--- src/rtl/gpio_irq_pkg.sv ---
package gpio_irq_pkg;
  typedef enum logic [2:0] {
    SLOT_DOUT = 3'd0,
    SLOT_DIN  = 3'd1,
    SLOT_OE   = 3'd2,
    SLOT_SEL  = 3'd3,
    SLOT_EN   = 3'd4,
    SLOT_LVL  = 3'd5,
    SLOT_POL  = 3'd6,
    SLOT_STAT = 3'd7
  } slot_e;

  typedef enum logic [1:0] {
    ACC_LOAD = 2'd0,
    ACC_SET  = 2'd1,
    ACC_CLR  = 2'd2,
    ACC_NONE = 2'd3
  } access_e;

  localparam int SLOT_LSB = 4;
  localparam int SLOT_W   = 3;
  localparam int ACC_LSB  = 2;
  localparam int ACC_W    = 2;
endpackage

--- src/rtl/gpio_sync.sv ---
module gpio_sync #(
  parameter int W      = 32,
  parameter int STAGES = 2
) (
  input  logic         clk,
  input  logic         rst,
  input  logic [W-1:0] d,
  output logic [W-1:0] q
);
  logic [W-1:0] chain [STAGES];

  always_ff @(posedge clk) begin
    if (rst) begin
      for (int i = 0; i < STAGES; i++) chain[i] <= '0;
    end else begin
      chain[0] <= d;
      for (int i = 1; i < STAGES; i++) chain[i] <= chain[i-1];
    end
  end

  assign q = chain[STAGES-1];
endmodule

--- src/rtl/gpio_irq_detect.sv ---
module gpio_irq_detect #(
  parameter int W = 32
) (
  input  logic         clk,
  input  logic         rst,
  input  logic [W-1:0] pin_s,
  input  logic [W-1:0] sel,
  input  logic [W-1:0] lvl,
  input  logic [W-1:0] pol,
  output logic [W-1:0] evt
);
  logic [W-1:0] prev_q;

  always_ff @(posedge clk) begin
    if (rst) prev_q <= '0;
    else     prev_q <= pin_s;
  end

  for (genvar i = 0; i < W; i++) begin : g_pin
    logic rise, fall, hit;
    assign rise = pin_s[i] & ~prev_q[i];
    assign fall = ~pin_s[i] & prev_q[i];
    always_comb begin
      unique case ({pol[i], lvl[i]})
        2'b00:   hit = fall;
        2'b01:   hit = ~pin_s[i];
        2'b10:   hit = rise;
        default: hit = pin_s[i];
      endcase
    end
    assign evt[i] = sel[i] & hit;
  end
endmodule

--- src/rtl/gpio_irq_port.sv ---
module gpio_irq_port
  import gpio_irq_pkg::*;
#(
  parameter int PINS = 32,
  parameter int AW   = 7
) (
  input  logic            clk,
  input  logic            rst,
  input  logic            wr_en,
  input  logic            rd_en,
  input  logic [AW-1:0]   addr,
  input  logic [PINS-1:0] wdata,
  output logic [PINS-1:0] rdata,
  input  logic [PINS-1:0] pin_in,
  output logic [PINS-1:0] pin_out,
  output logic [PINS-1:0] pin_oe,
  output logic            irq
);
  localparam int SLOT_MSB = SLOT_LSB + SLOT_W - 1;
  localparam int ACC_MSB  = ACC_LSB + ACC_W - 1;

  slot_e   slot;
  access_e acc;
  assign slot = slot_e'(addr[SLOT_MSB:SLOT_LSB]);
  assign acc  = access_e'(addr[ACC_MSB:ACC_LSB]);

  logic unused_addr_bits;
  assign unused_addr_bits = ^addr;

  logic [PINS-1:0] dout_q, oe_q, sel_q, en_q, lvl_q, pol_q, stat_q;
  logic [PINS-1:0] pin_s, evt;
  logic            irq_q;

  gpio_sync #(.W(PINS), .STAGES(2)) u_sync (
    .clk(clk), .rst(rst), .d(pin_in), .q(pin_s)
  );

  gpio_irq_detect #(.W(PINS)) u_det (
    .clk(clk), .rst(rst), .pin_s(pin_s), .sel(sel_q),
    .lvl(lvl_q), .pol(pol_q), .evt(evt)
  );

  function automatic logic [PINS-1:0] upd(slot_e s, logic [PINS-1:0] cur);
    logic [PINS-1:0] r;
    r = cur;
    if (wr_en && slot == s) begin
      unique case (acc)
        ACC_LOAD: r = wdata;
        ACC_SET:  r = cur | wdata;
        ACC_CLR:  r = cur & ~wdata;
        default:  r = cur;
      endcase
    end
    return r;
  endfunction

  always_ff @(posedge clk) begin
    if (rst) begin
      dout_q <= '0;
      oe_q   <= '0;
      sel_q  <= '0;
      en_q   <= '0;
      lvl_q  <= '0;
      pol_q  <= '0;
      stat_q <= '0;
      irq_q  <= 1'b0;
    end else begin
      dout_q <= upd(SLOT_DOUT, dout_q);
      oe_q   <= upd(SLOT_OE,   oe_q);
      sel_q  <= upd(SLOT_SEL,  sel_q);
      en_q   <= upd(SLOT_EN,   en_q);
      lvl_q  <= upd(SLOT_LVL,  lvl_q);
      pol_q  <= upd(SLOT_POL,  pol_q);
      stat_q <= upd(SLOT_STAT, stat_q) | evt;
      irq_q  <= |(stat_q & en_q);
    end
  end

  always_ff @(posedge clk) begin
    if (rst) begin
      rdata <= '0;
    end else if (rd_en) begin
      unique case (slot)
        SLOT_DOUT: rdata <= dout_q;
        SLOT_DIN:  rdata <= pin_s;
        SLOT_OE:   rdata <= oe_q;
        SLOT_SEL:  rdata <= sel_q;
        SLOT_EN:   rdata <= en_q;
        SLOT_LVL:  rdata <= lvl_q;
        SLOT_POL:  rdata <= pol_q;
        default:   rdata <= stat_q;
      endcase
    end
  end

  assign pin_out = dout_q;
  assign pin_oe  = oe_q;
  assign irq     = irq_q;
endmodule

--- config.mk ---
export PLATFORM = sky130hd
export DESIGN_NAME = gpio_irq_port
export DESIGN_NICKNAME = d
export VERILOG_FILES = /design/src/rtl/gpio_irq_pkg.sv /design/src/rtl/gpio_sync.sv /design/src/rtl/gpio_irq_detect.sv /design/src/rtl/gpio_irq_port.sv
export SDC_FILE = /design/constraint.sdc
export NUM_CORES = 1
export LEC_CHECK = 0
export BUFFER_PORTS_ARGS = -buffer_cell sky130_fd_sc_hd__buf_2
export CAP_MARGIN = 30
export CORE_MARGIN = 2
export CORE_UTILIZATION = 50
export CTS_BUF_LIST = sky130_fd_sc_hd__clkbuf_4
export CTS_CLUSTER_DIAMETER = 200
export DETAILED_ROUTE_END_ITERATION = 8
export GPL_TIMING_DRIVEN = 0
export PLACE_DENSITY = 0.7
export REMOVE_ABC_BUFFERS = 1
export SLEW_MARGIN = 20
export SYNTH_ARGS = -nofsm -noshare
export SYNTH_HDL_FRONTEND = slang
export SYNTH_HIERARCHICAL = 1
export SYNTH_SLANG_ARGS = --single-unit
--- constraint.sdc ---
create_clock -name clk -period 2.1 [get_ports clk]
set_input_delay 0.21 -clock clk [delete_from_list [all_inputs] [get_ports clk]]
set_output_delay 0.21 -clock clk [all_outputs]
set_load 0.005 [all_outputs]
# == Yosys cells after proc, flatten, opt, wreduce, memory -nomap -nowiden ==
# Memories as Yosys holds them, arrays and structs flattened.
# Cells that the tools add are included.
# W data, S select, Z words.
# totals
latch_bits,0
reg_bits,289
word_cells,359
input_bits,75
mem_bits_rw,64
memories,1
romBits,0
# classes
mux,47
add_sub_neg,0
reduce_logical,49
div_mod_pow,0
n_bitwise,179
mul,0
magnitude_cmp,0
n_eq_ne,73
n_shift,0
# mem_list
memory,depth,word_bits,rd,rd_ports_with_merged_regs,wr,line_no,text
u_sync.chain,2,32,2,0,2,gpio_sync.sv:10,logic [W-1:0] chain [STAGES];
# ops
op,n
$pmux W32 S3,7
$and A32 B32 Y32,8
$or A32 B32 Y32,8
$pmux W32 S7,1
$mux W32,4
$and A1 B1 Y1,96
$pmux W1 S3,32
$eq A2 B1 Y1 const B,33
$eq A2 B2 Y1 const B,33
$logic_not A2 Y1,33
$not A1 Y1,64
$not A32 Y32,1
$reduce_or A32 Y1,1
$eq A3 B3 Y1 const B,4
$reduce_and A2 Y1,6
$logic_and A1 B1 Y1,7
$eq A3 B2 Y1 const B,2
$eq A3 B1 Y1 const B,1
$logic_not A3 Y1,1
$mux W1,3
$reduce_bool A3 Y1,1
$or A1 B1 Y1,2

# == Logic depth before layout (Yosys ltp) ==
# Gate-level depths: netlist of run 1.
# depth
depth_word,6
mapped_depth,7
depth_no_buf,6

# == Modules after synthesis ==
# Netlist of run 1, hierarchy kept.
# by_module_without_submodules
module,cells_per_inst,seq_area_each_um2,area_each_um2,instances
gpio_irq_port,1310,5144.9,11857.6,1
gpio_sync,167,1281.2,2158.3,1
gpio_irq_detect,227,640.6,1744.2,1

# == Worst setup path before layout of run 1 ==
# No wires, ideal clock.
# synth_path
kind,in2reg
start,in addr[3]
end,reg stat_q[11]
arrival_ps,1496
cell_stages,7
setup_slack_ps,473
setup_time_ps,130
cell_sequence,inv_1 > ha_1 > nor4bb_1 > clkbuf_1 > nand3b_1 > a21oi_1 > o21ai_0
# synth_via
elab_chain_len,5
# synth_rtl
element,line_no,text
start: declaration,gpio_irq_port.sv:11,"input logic [AW-1:0] addr,"
"$eq A2 B2 Y1, or another cell as far along",gpio_irq_port.sv:47,unique case (acc)
$pmux W32 S3 *,gpio_irq_port.sv:47,
$mux W32 *,gpio_irq_port.sv:46,if (wr_en && slot == s) begin
$mux W32 *,gpio_irq_port.sv:58,if (rst) begin
$or A32 B32 Y32 *,gpio_irq_port.sv:74,"stat_q <= upd(SLOT_STAT, stat_q) | evt;"
end signal: assignment,gpio_irq_port.sv:74,
end: declaration,gpio_irq_port.sv:30,"logic [PINS-1:0] dout_q, oe_q, sel_q, en_q, lvl_q, pol_q, stat_q;"
# Mark *: on every way between the ends. The rest lies on a longest branch, timed or not. The select of a mux whose other input is x is not followed.
# A chain may end at the register's enable or synchronous reset.

# == Worst setup path in the final report of run 1 ==
# layout_path
start,in addr[6]
end,"reg dout_q[3], in the netlist pin_out[3]"
# layout_via
elab_chain_len,3
# layout_rtl
element,line_no,text
$logic_not A3 Y1,gpio_irq_port.sv:46,
$logic_and A1 B1 Y1,gpio_irq_port.sv:46,
$reduce_and A2 Y1 (no line),--,
end signal: assignment,gpio_irq_port.sv:68,"dout_q <= upd(SLOT_DOUT, dout_q);"
end: declaration,gpio_irq_port.sv:30,
# Every way passes these cells.

==> impl_metrics.toml, run 1 <==
[synth]
netlist_area_um2 = 15800
synth_edf_count = 0
synth_common_cells = "dfxtp_1, a21oi_1, a211oi_1"
synth_top_family_by_area = "compound AO/OA/AOI/OAI gates"
syn_avg_cell_area_um2 = 9.25
ys_warn_count = 6
synth_xor_area_share_pct = 0
synth-async-reset-ratio_pct = 0
ys_types = 46
ys_seq_area_share_pct = 44.8
synth-compound-area-share_pct = 28.2
synth-simple-area-share_pct = 15.4
yosys-top-cells-area = "dfxtp_1, a211oi_1, a21oi_1, mux2_2, nor2b_2"
syn_inst = 1704
synthMuxAreaShare_pct = 4.80
synth_top_area_share_pct = 44.8
synth_fa_ha_area_share_pct = 0.318
synth_top_cell_by_area = "dfxtp_1"
synth_ff_type = "dfxtp_1"
ys_seq_elements = 353
synth.most_common_cell = "dfxtp_1"

[hold_path]
hp-class = "in -> reg"
whs_path_depth = 5
hold_end = "stat_q[29]$_SDFF_PP0_"
holdCritStartpoint = "wr_en"

[worst_setup_path]
path_class = "in -> reg"
cp.arrival_ns = 2.61
crit_path_max_incr_delay_ns = 0.77
r2r_cells = 4
regToRegStartpoint = "pin_out[14]$_SDFFE_PP0P_"
cp_slowest_cell = "or2_1"
reg2reg_to = "rdata[14]$_SDFFE_PP0P_"
endpoint_kind = "flop"
start_kind = "input port"
crit_chain = "buf_2 > buf_12 > or2_1 > nor3_4 > buf_16 > buf_8 > a21oi_1 > a211oi_1"
crit_required_ns = 2.65
path_max_fanout = 23
reg2reg_slack_ns = 0.72

[sta]
worst_pin_slew_ns = 0.966
fin_crit_ns = 2.05
max-slew-margin-rel_pct = 35.6
slew_violations = 0
period_share_pct = 97.8
grt_setup_unrepaired = "false"
clock.fmax_mhz = 487
final.setup.worst_slack_ns = 0.0458
clock_skew_ns = 0.0386
worst_hold_slack_ns = 0.108
finalHoldViolCount = 0
setup_viol = 0

[route]
dr.pass1.iters = 6
routed_wl_um = 48200
final_antenna_net_count = 0
route.vias.total = 14447
vias_per_cell = 6.11
wl_per_cell_um = 20.4
drc_errors = 0
drtIter0Drc = 1456

[power_and_ir_drop]
powerDensity_nw_per_um2 = 758
leakage_uw = 0.00682
vdd_drop_max_mv = 0.504

[cts]
numCtsBuffers = 92
cts_tree = "done"
clockBufferDepth = 3
ctsHtreeMaxLevel = 3
cts-root-buf = "clkbuf_4"
clk_latency_ns = 0.73
cts.clk_slew.worst_paths_ns = 0.06
cts_sinks = 353

[run]
drv_cap = 0

[grt]
grt_pass1_wl_um = 75800
grt_max_degree = 114
grt_pass1_vias = 14117
grt_overflow_total = 0
grtUsageTotal_pct = 28.6
antenna_found_initial = 3

[cells_and_area]
n_fill_cell = 2692
drive_gt1_share_pct = 25.4
seqCellArea_um2 = 7070
fin_nets = 1977
multi_input_area_um2 = 7740
stdcell_area_um2 = 19000
areaGrowthSynthToFinish_pct = 20.6

[placed_design]
place.gp.congestion = 0.807
place_area_um2 = 17000
dpl.hpwl_um = 30000
io_buffers = 169
place_ws_ns = -0.979

[floorplanning]
core_um2 = 31300
fp-row-count = 65
die_w_um = 182
start_util_pct = 50.3
die-area_um2 = 33000
io_pins = 172
die_h_um = 182

[status]
status = "finished, final reports clean"
-- placed cells by master (no fill, tap or decap), types with 13 or more instances in the layout --
cell type	n
nor2b_2	60
a22oi_1	16
dfxtp_1	353
a211o_1	22
o221ai_1	32
buf_8	17
buf_2	166
o22ai_1	31
nand3b_1	33
clkbuf_4	137
a21oi_1	224
nor2_1	69
o21ai_1	14
mux2i_1	16
a211oi_1	186
nand2_1	33
nand3_1	33
dlygate4sd3_1	79
mux2_2	53
nor2b_1	70
nand2b_1	68
clkinv_1	13
o21ai_0	73
a222oi_1	22
buf_16	15
a21boi_0	25
-- power by group --
| part | switching [uW] | leakage [uW] | internal, uW | total, uW |
|---|---|---|---|---|
| clock network | 2750 | 0.000677 | 3070 | 5820 |
| logic | 957 | 0.00328 | 644 | 1600 |
| registers | 120 | 0.00287 | 6870 | 6990 |
-- sequential cells by signal, indices dropped and copies added (netlist names) --
register / count
rdata: 32
lvl_q: 32
pol_q: 32
pin_out: 32
u_det/prev_q: 32
en_q: 32
sel_q: 32
pin_oe: 32
irq: 1
u_sync/chain: 64
stat_q: 32
-- worst max-delay path: cells and delay by family --
kind / cells / cell delay [ns]
AND/OR/NAND/NOR: 2 / 0.92
AO/OA/AOI/OAI: 2 / 0.25
buffers and inverters: 4 / 1.19
-- kinds of logic (layout without fill, tap and decap cells) --
kind of cell             Yosys count  count (layout)
multiplexers                      69              69
other                              0               2
flip-flops                       353             353
AO/OA/AOI/OAI                    678             678
buffers and inverters            204             459
AND/OR/NAND/NOR                  396             396
adder cells (fa/ha/maj)            4               4
-- worst max path at each step --
stage | startpoint | endpoint | slack, ns | cells past startpoint
3_5_place_dp | addr[6] | pin_out[3]$_SDFFE_PP0P_ | -0.98 | 8
6_report | addr[6] | pin_out[3]$_SDFFE_PP0P_ | 0.05 | 8
4_1_cts | rst | rdata[14]$_SDFFE_PP0P_ | 0.06 | 7
5_1_grt | addr[3] | pin_oe[9]$_SDFFE_PP0P_ | 0.02 | 8
2_1_floorplan | addr[3] | stat_q[31]$_SDFF_PP0_ | -1.14 | 6
3_3_place_gp | rst | stat_q[19]$_SDFF_PP0_ | -6.98 | 4
-- repair_timing --
item | CTS | global route
hold endpoints to repair | 282 | 0
resized for setup | 0 | 1
pin swaps | 3 | 2
buffers inserted | 4 | 2
hold buffers | 81 | 0
endpoints found under the setup margin | 47 | 23
-- routing by layer --
metal | vias up | routed length (um) | track usage, %
met4 | 0 | 1330 | 12.7
met1 | 6911 | 20500 | 38.0
met2 | 705 | 22500 | 45.7
li1 | 6730 | - | -
met3 | 101 | 3820 | 5.07
met5 | - | 0 | 0
-- final cells by class --
class / instances / area share (%)
sequential: 353 / 37.2
clock inverter: 18 / 0.520
clock buffer: 137 / 5.41
tap: 402 / 2.65
antenna: 2 / 0.0263
multi-input combinational: 1147 / 40.7
inverter: 6 / 0.118
timing repair buffer: 298 / 13.4
-- stage by stage --
step           power, uW  utilization, %  TNS (ns)  std cells
2_1_floorplan       7760               -    -96.01       1506
3_3_place_gp        8420            51.5  -1366.94       2077
3_5_place_dp        8570            54.3   -131.68       2119
4_1_cts            14500            60.6         0       2359
5_1_grt            15000            60.7         0       2363
6_report           14400            60.7         0       2363
(Power assumes the default switching activity.)
==> run 2: changes to the inputs <==
Settings changed: CORE_MARGIN 2 to not set.
==> run 2 against run 1 <==
The run now ends with DRC left. Critical endpoint is now stat_q[0]$_SDFF_PP0_. Critical path depth is 1 lower. Routed wire length is 0.69% higher. Register-to-register slack worse by 0.26 ns. Cell count is 0.30% lower. Setup slack worse by 0.032 ns. Fmax is 1.5% lower. Clock power is 3% higher.
==> impl_metrics.toml, run 2 (same netlist as run 1, synthesis figures left out) <==
[sta]
max-slew-margin-rel_pct = 38.9
finalHoldViolCount = 0
fin_crit_ns = 2.09
slew_violations = 0
period_share_pct = 99.3
grt_setup_unrepaired = "false"
setup_viol = 0
worst_pin_slew_ns = 0.914
clock.fmax_mhz = 479
clock_skew_ns = 0.0610

[status]
violations = "DRC"
status = "finished, violations left"

[grt]
grt_max_degree = 122
grt_pass1_wl_um = 75500
grtUsageTotal_pct = 29.2
grt_overflow_total = 0
grt_pass1_vias = 13893
antenna_found_initial = 4

[cells_and_area]
fin_cells = 2356
final_cell_mix = "dfxtp_1, a21oi_1, a211oi_1"
largest_reg_flops = 64
layout_commonest_cell = "dfxtp_1"
final_util_pct = 61.5
areaGrowthSynthToFinish_pct = 20.4
drive_gt1_share_pct = 24.9
n_fill_cell = 2669
top_register = "u_sync/chain"
fin_nets = 1973

[placed_design]
place.gp.congestion = 0.812
dpl.hpwl_um = 29000
placed_cells = 2110
io_buffers = 169

[power_and_ir_drop]
vdd_drop_max_mv = 0.442
power.total_uw = 14600
leakage_uw = 0.00679
powerDensity_nw_per_um2 = 770

[cts]
numCtsBuffers = 92
cts_tree = "done"
ctsHtreeMaxLevel = 3
clockBufferDepth = 3
cts_sinks = 353
clk_latency_ns = 0.76
cts.clk_slew.worst_paths_ns = 0.07
cts-root-buf = "clkbuf_4"

[worst_setup_path]
crit_path_max_incr_delay_ns = 0.76
endpoint_kind = "flop"
crit_chain = "buf_4 > nor4bb_4 > buf_8 > nand3b_1 > a21oi_1 > o21ai_0 > dlygate4sd3_1"
cp_num_buf_inv = 3
path_max_fanout = 42
crit_required_ns = 2.73
cp_slowest_cell = "nor4bb_4"
path_class = "in -> reg"
start_kind = "input port"
cp_top_family = "buffers and inverters"
cp.arrival_ns = 2.72

[route]
vias_per_cell = 6.14
dr.pass1.iters = 9
drtIter0Drc = 1729
route.vias.total = 14460
wl_per_cell_um = 20.6
final_antenna_net_count = 0
routed_wl_um = 48500
drc_errors = 12

[floorplanning]
io_pins = 172
start_util_pct = 51.1
fp-row-count = 64
die-area_um2 = 32200
die_h_um = 180
die_w_um = 180
core_um2 = 30800

[hold_path]
hp-class = "in -> reg"

[run]
drv_cap = 0
## run 2: cell types whose count changed in the layout (fill, tap and decap cells not counted), sizes merged
cell          delta
dlymetal6s4s     +1
inv              -2
dlygate4sd3      +2
clkinvlp         -1
diode            +2
clkbuf           -9
clkinv          +11
bufinv           +2
buf              -7
## run 2: final cells by class
cell class / instances / area (um2) / area share, %
Multi-Input combinational cell: 1147 / 7750 / 40.9
Sequential cell: 353 / 7070 / 37.3
Timing Repair Buffer: 294 / 2460 / 13.0
Clock buffer: 128 / 961 / 5.07
Tap cell: 396 / 495 / 2.61
Clock inverter: 28 / 199 / 1.05
Inverter: 6 / 22.5 / 0.119
Antenna cell: 4 / 10.0 / 0.0528
## run 2: worst paths after layout
kind	start	end	slack (ns)	cells after the start
setup / recovery	addr[6]	stat_q[0]$_SDFF_PP0_	0.01	7
hold / removal	rst	stat_q[13]$_SDFF_PP0_	0.06	3
setup reg to reg	lvl_q[0]$_SDFFE_PP0P_	stat_q[0]$_SDFF_PP0_	0.46	6
hold reg to reg	u_sync/chain[0][10]$_SDFF_PP0_	u_sync/chain[0][42]$_SDFF_PP0_	0.43	1
## run 2: where the power goes
part	switching (uW)	internal, uW	leakage (uW)	total (uW)
clock	2840	3170	0.000685	6010
combinational	969	634	0.00324	1600
sequential	118	6870	0.00287	6990
## run 2: worst min-delay path, cell delays in order
cell	delay, ns
buf_8	0.15
buf_16	0.21
o21ai_0	0.18
## run 2: routing by layer
metal  part of all wire [%]  wire, um  global-route usage [%]
met1                     43     21100                    38.5
met2                     46     22100                    46.2
met3                    8.1      3940                    6.02
met4                    2.9      1380                    13.0
met5                      0         0                       0
## run 2: through the flow
stage	instance area (um2)	setup TNS, ns	hold WS (ns)	worst slack [ns]
floorplan	14800	-96.01	0.276	-1.14
global placement	16100	-1365.45	0.420	-7.08
detailed placement	16900	-115.81	0.420	-1.03
CTS	18900	0	0.00276	0.00713
global route	19000	0	0.0195	0.00449
finish	19000	0	0.0636	0.0138
## run 2: what timing repair did
item | in CTS | in global routing
pin swaps | 1 | 2
hold buffers | 83 | 0
gates resized for setup | 0 | 3
endpoints found under the hold margin | 278 | 0
setup endpoints to repair | 16 | 23
setup buffers | 1 | 2
gates cloned | 0 | 0
